--- src/rtl/mcap_timer_pkg.sv ---
`timescale 1ns/1ps
package mcap_timer_pkg;
  typedef struct packed {
    logic stop;
    logic rst;
    logic irq;
  } match_act_t;

  typedef struct packed {
    logic irq;
    logic fall;
    logic rise;
  } cap_cfg_t;

  localparam int unsigned A_FLAGS = 0;
  localparam int unsigned A_CTRL  = 1;
  localparam int unsigned A_TC    = 2;
  localparam int unsigned A_PR    = 3;
  localparam int unsigned A_PC    = 4;
  localparam int unsigned A_MCR   = 5;
  localparam int unsigned A_MR0   = 6;
endpackage

--- src/rtl/mcap_prescaler.sv ---
`timescale 1ns/1ps
module mcap_prescaler #(
  parameter int unsigned CNT_W = 32
) (
  input  logic             clk_i,
  input  logic             rst_ni,
  input  logic             clr_i,
  input  logic             run_i,
  input  logic [CNT_W-1:0] limit_i,
  input  logic             wr_i,
  input  logic [CNT_W-1:0] wdata_i,
  output logic [CNT_W-1:0] pc_o,
  output logic             wrap_o
);
  logic [CNT_W-1:0] pc_q;

  assign wrap_o = run_i && (pc_q == limit_i);
  assign pc_o   = pc_q;

  always_ff @(posedge clk_i or negedge rst_ni) begin
    if (!rst_ni)     pc_q <= '0;
    else if (clr_i)  pc_q <= '0;
    else if (wr_i)   pc_q <= wdata_i;
    else if (wrap_o) pc_q <= '0;
    else if (run_i)  pc_q <= pc_q + CNT_W'(1);
  end
endmodule

--- src/rtl/mcap_match_unit.sv ---
`timescale 1ns/1ps
module mcap_match_unit
  import mcap_timer_pkg::*;
#(
  parameter int unsigned CNT_W     = 32,
  parameter int unsigned NUM_MATCH = 4
) (
  input  logic [CNT_W-1:0]                 tc_i,
  input  logic                             wrap_i,
  input  logic [NUM_MATCH-1:0][CNT_W-1:0]  mr_i,
  input  match_act_t [NUM_MATCH-1:0]       act_i,
  output logic [NUM_MATCH-1:0]             irq_set_o,
  output logic                             tc_zero_o,
  output logic                             stop_o
);
  logic [NUM_MATCH-1:0] hit;
  logic [NUM_MATCH-1:0] zero_v;
  logic [NUM_MATCH-1:0] stop_v;

  for (genvar n = 0; n < NUM_MATCH; n++) begin : g_cmp
    assign hit[n]       = wrap_i && (tc_i == mr_i[n]);
    assign irq_set_o[n] = hit[n] && act_i[n].irq;
    assign zero_v[n]    = hit[n] && act_i[n].rst;
    assign stop_v[n]    = hit[n] && act_i[n].stop;
  end

  assign tc_zero_o = |zero_v;
  assign stop_o    = |stop_v;
endmodule

--- src/rtl/mcap_capture_chan.sv ---
`timescale 1ns/1ps
module mcap_capture_chan
  import mcap_timer_pkg::*;
#(
  parameter int unsigned CNT_W  = 32,
  parameter int unsigned SYNC_N = 2
) (
  input  logic             clk_i,
  input  logic             rst_ni,
  input  logic             pin_i,
  input  cap_cfg_t         cfg_i,
  input  logic [CNT_W-1:0] tc_i,
  output logic [CNT_W-1:0] cap_o,
  output logic             irq_o
);
  logic [SYNC_N-1:0] sync_q;
  logic              prev_q;
  logic              rise, fall, hit;
  logic [CNT_W-1:0]  cap_q;

  always_ff @(posedge clk_i or negedge rst_ni) begin
    if (!rst_ni) begin
      sync_q <= '0;
      prev_q <= 1'b0;
    end else begin
      sync_q <= {sync_q[SYNC_N-2:0], pin_i};
      prev_q <= sync_q[SYNC_N-1];
    end
  end

  assign rise = sync_q[SYNC_N-1] && !prev_q;
  assign fall = !sync_q[SYNC_N-1] && prev_q;
  assign hit  = (rise && cfg_i.rise) || (fall && cfg_i.fall);

  always_ff @(posedge clk_i or negedge rst_ni) begin
    if (!rst_ni)  cap_q <= '0;
    else if (hit) cap_q <= tc_i;
  end

  assign cap_o = cap_q;
  assign irq_o = hit && cfg_i.irq;
endmodule

--- src/rtl/mcap_timer.sv ---
`timescale 1ns/1ps
module mcap_timer
  import mcap_timer_pkg::*;
#(
  parameter int unsigned CNT_W     = 32,
  parameter int unsigned NUM_MATCH = 4,
  parameter int unsigned NUM_CAP   = 4,
  parameter int unsigned ADDR_W    = 4
) (
  input  logic                 clk_i,
  input  logic                 rst_ni,
  input  logic                 reg_we_i,
  input  logic [ADDR_W-1:0]    reg_waddr_i,
  input  logic [CNT_W-1:0]     reg_wdata_i,
  input  logic [ADDR_W-1:0]    reg_raddr_i,
  output logic [CNT_W-1:0]     reg_rdata_o,
  input  logic [NUM_CAP-1:0]   cap_i,
  output logic                 irq_o
);
  localparam int unsigned NF     = NUM_MATCH + NUM_CAP;
  localparam int unsigned MCR_W  = 3 * NUM_MATCH;
  localparam int unsigned CCR_W  = 3 * NUM_CAP;
  localparam int unsigned A_CCR  = A_MR0 + NUM_MATCH;
  localparam int unsigned A_CAP0 = A_CCR + 1;

  logic                            ctrl_en_q, ctrl_rst_q;
  logic [CNT_W-1:0]                tc_q, pr_q, pc_q;
  match_act_t [NUM_MATCH-1:0]      mcr_q;
  logic [NUM_MATCH-1:0][CNT_W-1:0] mr_q;
  cap_cfg_t [NUM_CAP-1:0]          ccr_q;
  logic [NUM_CAP-1:0][CNT_W-1:0]   cap_val;
  logic [NUM_CAP-1:0]              cap_irq;
  logic [NUM_MATCH-1:0]            match_irq;
  logic [NF-1:0]                   flags_q, flag_clr;
  logic                            run, wrap, tc_zero, stop;

  function automatic logic wsel(input int unsigned a);
    return reg_we_i && (reg_waddr_i == ADDR_W'(a));
  endfunction

  assign run = ctrl_en_q && !ctrl_rst_q;

  mcap_prescaler #(.CNT_W(CNT_W)) u_psc (
    .clk_i  (clk_i),
    .rst_ni (rst_ni),
    .clr_i  (ctrl_rst_q),
    .run_i  (run),
    .limit_i(pr_q),
    .wr_i   (wsel(A_PC)),
    .wdata_i(reg_wdata_i),
    .pc_o   (pc_q),
    .wrap_o (wrap)
  );

  mcap_match_unit #(.CNT_W(CNT_W), .NUM_MATCH(NUM_MATCH)) u_match (
    .tc_i     (tc_q),
    .wrap_i   (wrap),
    .mr_i     (mr_q),
    .act_i    (mcr_q),
    .irq_set_o(match_irq),
    .tc_zero_o(tc_zero),
    .stop_o   (stop)
  );

  for (genvar c = 0; c < NUM_CAP; c++) begin : g_cap
    mcap_capture_chan #(.CNT_W(CNT_W)) u_chan (
      .clk_i (clk_i),
      .rst_ni(rst_ni),
      .pin_i (cap_i[c]),
      .cfg_i (ccr_q[c]),
      .tc_i  (tc_q),
      .cap_o (cap_val[c]),
      .irq_o (cap_irq[c])
    );
  end

  // counter: hold-in-reset beats bus write beats counting
  always_ff @(posedge clk_i or negedge rst_ni) begin
    if (!rst_ni)         tc_q <= '0;
    else if (ctrl_rst_q) tc_q <= '0;
    else if (wsel(A_TC)) tc_q <= reg_wdata_i;
    else if (wrap) begin
      if (tc_zero)       tc_q <= '0;
      else if (!stop)    tc_q <= tc_q + CNT_W'(1);
    end
  end

  always_ff @(posedge clk_i or negedge rst_ni) begin
    if (!rst_ni) begin
      ctrl_en_q  <= 1'b0;
      ctrl_rst_q <= 1'b0;
    end else if (wsel(A_CTRL)) begin
      ctrl_en_q  <= reg_wdata_i[0];
      ctrl_rst_q <= reg_wdata_i[1];
    end else if (stop) begin
      ctrl_en_q  <= 1'b0;
    end
  end

  always_ff @(posedge clk_i or negedge rst_ni) begin
    if (!rst_ni) begin
      pr_q  <= '0;
      mcr_q <= '0;
      ccr_q <= '0;
    end else begin
      if (wsel(A_PR))  pr_q  <= reg_wdata_i;
      if (wsel(A_MCR)) mcr_q <= reg_wdata_i[MCR_W-1:0];
      if (wsel(A_CCR)) ccr_q <= reg_wdata_i[CCR_W-1:0];
    end
  end

  for (genvar m = 0; m < NUM_MATCH; m++) begin : g_mr
    always_ff @(posedge clk_i or negedge rst_ni) begin
      if (!rst_ni)             mr_q[m] <= '0;
      else if (wsel(A_MR0+m))  mr_q[m] <= reg_wdata_i;
    end
  end

  // new events win over a same-cycle clear
  assign flag_clr = wsel(A_FLAGS) ? reg_wdata_i[NF-1:0] : '0;

  always_ff @(posedge clk_i or negedge rst_ni) begin
    if (!rst_ni) flags_q <= '0;
    else         flags_q <= (flags_q & ~flag_clr) | {cap_irq, match_irq};
  end

  assign irq_o = |flags_q;

  always_comb begin
    reg_rdata_o = '0;
    case (reg_raddr_i)
      ADDR_W'(A_FLAGS): reg_rdata_o = CNT_W'(flags_q);
      ADDR_W'(A_CTRL):  reg_rdata_o = CNT_W'({ctrl_rst_q, ctrl_en_q});
      ADDR_W'(A_TC):    reg_rdata_o = tc_q;
      ADDR_W'(A_PR):    reg_rdata_o = pr_q;
      ADDR_W'(A_PC):    reg_rdata_o = pc_q;
      ADDR_W'(A_MCR):   reg_rdata_o = CNT_W'(mcr_q);
      ADDR_W'(A_CCR):   reg_rdata_o = CNT_W'(ccr_q);
      default: begin
        for (int i = 0; i < NUM_MATCH; i++)
          if (reg_raddr_i == ADDR_W'(A_MR0 + i)) reg_rdata_o = mr_q[i];
        for (int i = 0; i < NUM_CAP; i++)
          if (reg_raddr_i == ADDR_W'(A_CAP0 + i)) reg_rdata_o = cap_val[i];
      end
    endcase
  end
endmodule

--- config.mk ---
export PLATFORM = sky130hd
export DESIGN_NAME = mcap_timer
export DESIGN_NICKNAME = d
export VERILOG_FILES = /design/src/rtl/mcap_timer_pkg.sv /design/src/rtl/mcap_prescaler.sv /design/src/rtl/mcap_match_unit.sv /design/src/rtl/mcap_capture_chan.sv /design/src/rtl/mcap_timer.sv
export SDC_FILE = /design/constraint.sdc
export NUM_CORES = 1
export LEC_CHECK = 0
export ABC_AREA = 1
export ABC_CLOCK_PERIOD_IN_PS = 5100
export BUFFER_PORTS_ARGS = -buffer_cell sky130_fd_sc_hd__buf_2
export CORE_MARGIN = 2
export CORE_UTILIZATION = 55
export DETAILED_ROUTE_END_ITERATION = 10
export PLACE_DENSITY = 0.72
export SLEW_MARGIN = 20
export SYNTH_ARGS = -nofsm -noshare
export SYNTH_HDL_FRONTEND = slang
export SYNTH_SLANG_ARGS = --single-unit
--- constraint.sdc ---
create_clock -name clk_i -period 5.1 [get_ports clk_i]
set_input_delay 1.53 -clock clk_i [delete_from_list [all_inputs] [get_ports clk_i]]
set_output_delay 1.53 -clock clk_i [all_outputs]
set_load 0.02 [all_outputs]
==> metrics.md, run 1 <==
| Metric | Value |
|---|---|
| Die X | ~200 um |
| Critical-path top delay cell | a211oi_1 |
| Wire length of the first global-routing pass | roughly 130000 um |
| Run status | completed |
| # fillers | around 3600 |
| Wirelength per Cell | 24.00 um |
| Worst hold-check path type | reg2reg |
| Post-route clock skew | 0.02193 ns |
| Mean number of vias per cell | 6.113 |
| Residual DRC | 0 |
| Maximum clock frequency | 198.7 MHz |
| Type of the setup path with the least slack | in2out |
| Final Max Tran Viols | 0 |
| Post-Syn Area | 0.02210 mm^2 |
| Post-synthesis to final-layout area growth | 12.51% |
| Synth unique cells | 52 |
| Number of vias in the routed layout | 21780 |
| Syn Nets | ~3000 |
| Flip-flop cell with the highest count after synthesis | dfrtp_1 |
| Final setup TNS | 0 ns |
| Measured slew at the worst slew-check pin | 1.105 ns |
| Number of clock sinks | 398 |
| TritonCTS clock tree | built |
| Multi-input logic area | 0.01043 mm^2 |
| Antenna-violating nets left | 0 |
| Number of setup buffers added after CTS | 0 |
| YS warnings | 0 |
| Total core area | ~0.04 mm^2 |
| Cell family with most CP delay | compound AO/OA/AOI/OAI gates |
| Fraction of synthesis flops using an asynchronous set or reset pin | 100.0% |
| Sequential cell area | 0.009960 mm^2 |
| WP data required | 3.57 ns |
| Crit path launch type | input port |
| Detailed-router iteration count before antenna repair | 7 |
| Avg Inst Size Synth | 7.483 um^2 |
| TritonCTS buffer count | 46 |
| Largest stage delay on the critical path | 0.57 ns |
| Final hold vios | 0 |
| Total number of H-tree levels | 2 |
| Rel. slew slack | about a quarter |
| Worst reg2reg path depth | 17 |
| Sum of net half-perimeters after detailed placement | 63010 um |
| Num rows | 73 |
| Depth of the critical timing path with buffers and inverters included | 10 |
| Worst path arrival time | 3.50 ns |
| Critical path's most frequent cell | inv_1 |
| Sequential share of the synthesized area | 45.07% |
| Maximum VDD drop | ~300 uV |
| Largest net degree at the start of global routing | 104 |
| LEAKAGE | 0.01187 uW |
| Number of antenna violations at the first check in global routing | 4 |
| CTS max path bufs | 3 |
| Clock latency on the worst-skew pair | ~0.60 ns |
| Via count of the first global-routing pass | 20150 |
| Global router's overall resource usage | 41.63% |
| Post-Synthesis Cells | 2953 |
| Critical path buffers and inverters | 5 |
| Non-filler instance count after layout | 3562 |
| Die area | 0.04180 mm^2 |
| Detailed Route Iter0 Violations | 2973 |
| Max-cap violations | 0 |
| Fraction of layout cells with a size suffix above 1 | 10.11% |
| Cells along the critical path | buf_2 > inv_1 > nor2_1 > inv_1 > nor2_1 > inv_1 > o21ai_0 > a211oi_1 > o2111ai_1 > buf_2 |
| Number of primary I/O pins | 80 |
| Largest driver fanout on the critical path | 11 |
| Shortest clock period the worst path allows after layout | about 5 ns |
| Die boundary height | 204.4 um |
| Final period utilization | 98.67% |
| Cell total after placement | 3479 |
| Wire length after detailed routing | 85480 um |
| Total congestion overflow | 0 |
| Initial core utilization | between 50% and 60% |
| Post-route core utilization | 62.58% |
| Hold Path Stages | 0 |
| Seq cells post-synth | 398 |
| PwrDens | 406.2 mW/mm^2 |
| Quantity of I/O buffers inserted on ports | a little under 80 |
| Total of endpoints with negative setup slack in the final report | 0 |
| Clk Tree Root Cell | clkbuf_16 |
| Worst setup margin | 0.06786 ns |
| EDFF count, synth | 0 |
| Clock transition at the registers of the reported paths | approximately 0.06 ns |
| Minimum setup slack after placement | -0.2778 ns |
| Number of nets at the end of the flow | 3051 |
| Weighted congestion reported at the end of routability-driven placement | around 1.0 |
| CP endpoint kind | output port |
==> cells in the mapped netlist (6+ instances only) <==
cell / number / area (um^2)
nand3_1: 119 / 595.6
nor2_1: 224 / 840.8
xnor2_1: 6 / 52.55
nand2_1: 858 / 3221
clkbuf_1: 112 / 420.4
a2111oi_0: 7 / 61.31
o21ai_1: 6 / 30.03
nor3_1: 35 / 175.2
nand4_1: 50 / 312.8
o21ai_0: 403 / 2017
a21oi_1: 87 / 435.4
a221oi_1: 13 / 113.9
o2111ai_1: 13 / 113.9
buf_4: 21 / 157.7
xor2_1: 150 / 1314
and3_1: 7 / 43.79
nor4_1: 14 / 87.58
o22ai_1: 46 / 287.8
buf_2: 21 / 105.1
dfrtp_1: 398 / 9960
o211ai_1: 22 / 165.2
inv_2: 29 / 108.9
inv_1: 249 / 934.7
==> layout make-up <==
class                      instances  area share, %
sequential                       398          40.06
antenna                            1        0.01006
inverter                         280          4.227
clock buffer                      65          5.440
multi-input combinational       2114          41.94
tap                              525          2.642
clock inverter                    17         0.9461
timing repair buffer             162          4.741
==> where the power goes <==
| part | total, uW | internal (uW) | switching (uW) |
|---|---|---|---|
| combinational | 2280 | 735 | 1540 |
| clock | 3500 | 2100 | 1400 |
| sequential | 4320 | 3700 | 617 |
==> state kept, by name, indices dropped and copies added, names as in the netlist <==
name	cells
ccr_q	12
ctrl_en_q	1
ctrl_rst_q	1
flags_q	8
g_cap.u_chan.cap_o	128
g_cap.u_chan.prev_q	4
g_cap.u_chan.sync_q	8
mcr_q	12
mr_q	128
pr_q	32
tc_q	32
u_psc.pc_o	32
==> what timing repair did <==
action | 4_1_cts | 5_1_grt
resized for setup | 4 | 3
setup endpoints to repair | 2 | 4
gates cloned | 0 | 0
hold buffers | 0 | 0
pin swaps | 0 | 0
==> worst paths after layout <==
check	from	end	slack [ns]
hold / removal	g_cap[2].u_chan.sync_q[0]$_DFF_PN0_	g_cap[2].u_chan.sync_q[1]$_DFF_PN0_	0.36
max in group asynchronous	rst_ni	u_psc.pc_o[26]$_DFFE_PN0P_	3.10
setup / recovery	reg_raddr_i[1]	reg_rdata_o[4]	0.07
setup reg to reg	tc_q[27]$_DFFE_PN0P_	tc_q[27]$_DFFE_PN0P_	1.65
hold reg to reg	g_cap[2].u_chan.sync_q[0]$_DFF_PN0_	g_cap[2].u_chan.sync_q[1]$_DFF_PN0_	0.36
min in group asynchronous	rst_ni	g_cap[3].u_chan.cap_o[5]$_DFFE_PN0N_	0.95
==> metal layers <==
metal,GRT usage (%),vias up,wire length (um)
met5,0,-,13
met4,9.886,2,2148
met3,15.19,164,13170
met2,55.74,1407,33880
met1,63.27,10470,36260
li1,-,9732,-
==> layout by cell type (no fill, tap or decap), types with 50 or more instances in the layout <==
| cell type | netlist | layout |
|---|---|---|
| inv_1 | 249 | 248 |
| nor2_1 | 224 | 216 |
| xor2_1 | 150 | 150 |
| buf_4 | 21 | 71 |
| nand3_1 | 119 | 118 |
| dfrtp_1 | 398 | 398 |
| nand4_1 | 50 | 50 |
| o21ai_0 | 403 | 403 |
| nand2_1 | 858 | 852 |
| buf_2 | 21 | 78 |
| a21oi_1 | 87 | 86 |
==> through the flow <==
step                hold slack (ns)  total power, uW  instance area [um^2]
detailed placement           0.3386             6530                 23240
CTS                          0.3569            10000                 24840
finish                       0.3554            10100                 24860
global route                 0.3559            10530                 24860
global placement             0.3343             6474                 23240
floorplan                    0.3312             5615                 22100
==> kinds of logic (layout without fill, tap and decap cells) <==
kind of cell / Yosys count / in the layout / share of synthesized area (%)
AND/OR/NAND/NOR: 1330 / 1330 / 24.82
AO/OA/AOI/OAI: 624 / 624 / 15.60
buffers and inverters: 441 / 524 / 8.108
flip-flops: 398 / 398 / 45.07
XOR/XNOR: 156 / 156 / 6.183
adder cells (fa/ha/maj): 2 / 2 / 0.1132
multiplexers: 2 / 2 / 0.1019
other: 0 / 1 / 0
(Power assumes the default switching activity.)
==> run 2: changes to the inputs <==
--- a/config.mk
+++ b/config.mk
@@ -6,12 +6,12 @@
 export NUM_CORES = 1
 export LEC_CHECK = 0
 export ABC_AREA = 1
-export ABC_CLOCK_PERIOD_IN_PS = 5100
+export ABC_CLOCK_PERIOD_IN_PS = 4600
 export BUFFER_PORTS_ARGS = -buffer_cell sky130_fd_sc_hd__buf_2
 export CORE_MARGIN = 2
 export CORE_UTILIZATION = 55
 export DETAILED_ROUTE_END_ITERATION = 10
-export PLACE_DENSITY = 0.72
+export PLACE_DENSITY = 0.75
 export SLEW_MARGIN = 20
 export SYNTH_ARGS = -nofsm -noshare
 export SYNTH_HDL_FRONTEND = slang
==> constraint.sdc (replaced) <==
create_clock -name clk_i -period 4.6 [get_ports clk_i]
set_input_delay 1.38 -clock clk_i [delete_from_list [all_inputs] [get_ports clk_i]]
set_output_delay 1.38 -clock clk_i [all_outputs]
set_load 0.02 [all_outputs]
==> metrics.md, run 2 (synthesis gave the netlist of run 1 again) <==
| Metric | Value |
|---|---|
| Number of nets at the end of the flow | 3081 |
| Number of antenna violations at the first check in global routing | 2 |
| Run status | completed |
| Post-synthesis to final-layout area growth | 14.57% |
| Commonest cells after routing, fill and taps aside | nand2_1, o21ai_0, dfrtp_1, inv_1, nor2_1 |
| Initial core utilization | between 50% and 60% |
| Largest net degree at the start of global routing | 96 |
| Die area | approximately 0.042 mm^2 |
| Num rows | 73 |
| CP endpoint kind | output port |
| Total core area | ~0.040 mm^2 |
| Number of vias in the routed layout | 22090 |
| Wirelength per Cell | 24.67 um |
| Final hold vios | 0 |
| TritonCTS clock tree | built |
| TritonCTS buffer count | 45 |
| Global router's overall resource usage | 42.71% |
| Wire length of the first global-routing pass | 131000 um |
| Sum of net half-perimeters after detailed placement | between 60000 and 70000 um |
| Setup repair after global routing missed its margin | yes |
| Worst hold-check path type | reg2reg |
| Most common cell after layout, fill and taps aside | nand2_1 |
| Shortest clock period the worst path allows after layout | 4.551 ns |
| Crit path launch type | input port |
| PwrDens | roughly 440 mW/mm^2 |
| CTS Hold Buffers Added | 0 |
| Number of clock sinks | 398 |
| LEAKAGE | 0.01208 uW |
| Final period utilization | 98.94% |
| Rel. slew slack | 33.07% |
| Clock transition at the registers of the reported paths | 0.06 ns |
| CTS max path bufs | 3 |
| Fraction of layout cells with a size suffix above 1 | 11.84% |
| Worst path arrival time | ~3.2 ns |
| Clk Tree Root Cell | clkbuf_16 |
| Final Max Tran Viols | 0 |
| Total congestion overflow | 0 |
| WP data required | 3.22 ns |
| Number of primary I/O pins | 80 |
| Measured slew at the worst slew-check pin | 1.001 ns |
| Antenna-violating nets left | 0 |
| Largest stage delay on the critical path | 0.44 ns |
| Post-route clock skew | 0.02120 ns |
| Weighted congestion reported at the end of routability-driven placement | 1.047 |
| Cells along the critical path | buf_2 > inv_1 > nor2_1 > inv_1 > nor2_1 > inv_2 > buf_4 > buf_12 > o22ai_1 > a211oi_2 > buf_4 > nand4_1 > buf_2 |
| Via count of the first global-routing pass | about 20000 |
| Antenna diode count | 0 |
| Number of setup buffers added after CTS | 0 |
| Residual DRC | 0 |
| Die boundary height | roughly 200 um |
| Total number of H-tree levels | 2 |
| Critical-path top delay cell | a211oi_2 |
| Die X | 204.4 um |
| Final instance area | 0.02532 mm^2 |
| Quantity of I/O buffers inserted on ports | 79 |
| Total of endpoints with negative setup slack in the final report | 0 |
| Standard cell area after detailed placement | 0.02355 mm^2 |
| Clock latency on the worst-skew pair | around 0.60 ns |
| Max-cap violations | 0 |
| Minimum setup slack after placement | -0.4392 ns |
| Type of the setup path with the least slack | in2out |
| Detailed Route Iter0 Violations | 3453 |
| Worst setup margin | roughly 0.049 ns |
| Detailed-router iteration count before antenna repair | 6 |
| Mean number of vias per cell | 6.152 |
| Maximum clock frequency | around 220 MHz |
| Largest driver fanout on the critical path | 12 |
| Maximum VDD drop | about 450 uV |
| Wire length after detailed routing | around 89000 um |
| Worst hold slack | 0.3474 ns |
==> run 2: cell count changes in the layout (fill, tap and decap cells not counted), moves of 3 or more <==
cell       before  now
clkbuf_8       13    7
a211oi_1        5    2
a221oi_2        0    7
a211oi_2        0    3
inv_1         248  245
a2111oi_0       4    0
buf_4          71   96
inv_2          30   34
a2111oi_4       1    5
a221oi_1       13    6
buf_12         12   18
==> run 2: repair_timing <==
item | CTS | global route
setup endpoints to repair | 9 | 26
resized for setup | 15 | 26
pin swaps | 0 | 4
hold endpoints to repair | 0 | 0
==> run 2: power by group <==
part / total (uW) / internal [uW] / switching [uW]
Sequential: 4820 / 4100 / 712
Clock: 3820 / 2260 / 1560
Combinational: 2620 / 851 / 1770
Total: 11300 / 7220 / 4040
==> run 2: cell type report <==
class	count	area, um^2
clock buffer	58	1287
clock inverter	22	265.3
fill	3529	14420
inverter	280	1051
multi-input combinational	2114	10610
sequential	398	9960
tap	525	656.9
timing repair buffer	193	1486
==> run 2: routing by layer <==
layer  vias up  wire length (um)  global-route usage (%)
met5         -                13                       0
met4         2              2659                   11.08
met3       162             13410                   13.27
met2      1503             35480                   58.80
met1     10630             37010                   64.65
li1       9790                 -                       -
==> run 2: worst max-delay path: cells and delay by family <==
kind | cells | cell delay [ns]
buffers and inverters | 8 | 1.03
AO/OA/AOI/OAI | 2 | 0.53
AND/OR/NAND/NOR | 3 | 0.22
==> run 2: per-stage QoR <==
step / power [uW] / setup TNS, ns / instances / utilization [%]
floorplan: 6226 / 0 / 2953 / -
CTS: 11130 / 0 / 3590 / 63.35
global route: 11720 / -0.04647 / 3590 / 63.72
finish: 11260 / 0 / 3590 / 63.72
detailed placement: 7309 / -2.487 / 3510 / 59.28
global placement: 7249 / -2.455 / 3510 / 59.28
==> run 2: final timing paths <==
check	startpoint	to	slack, ns	depth (start not counted)
setup / recovery	reg_raddr_i[1]	reg_rdata_o[9]	0.05	13
hold / removal	g_cap[1].u_chan.sync_q[0]$_DFF_PN0_	g_cap[1].u_chan.sync_q[1]$_DFF_PN0_	0.35	0
setup reg to reg	tc_q[23]$_DFFE_PN0P_	tc_q[17]$_DFFE_PN0P_	1.00	17
hold reg to reg	g_cap[1].u_chan.sync_q[0]$_DFF_PN0_	g_cap[1].u_chan.sync_q[1]$_DFF_PN0_	0.35	0
max in group asynchronous	rst_ni	mr_q[115]$_DFFE_PN0P_	2.69	3
min in group asynchronous	rst_ni	g_cap[2].u_chan.sync_q[0]$_DFF_PN0_	0.86	1
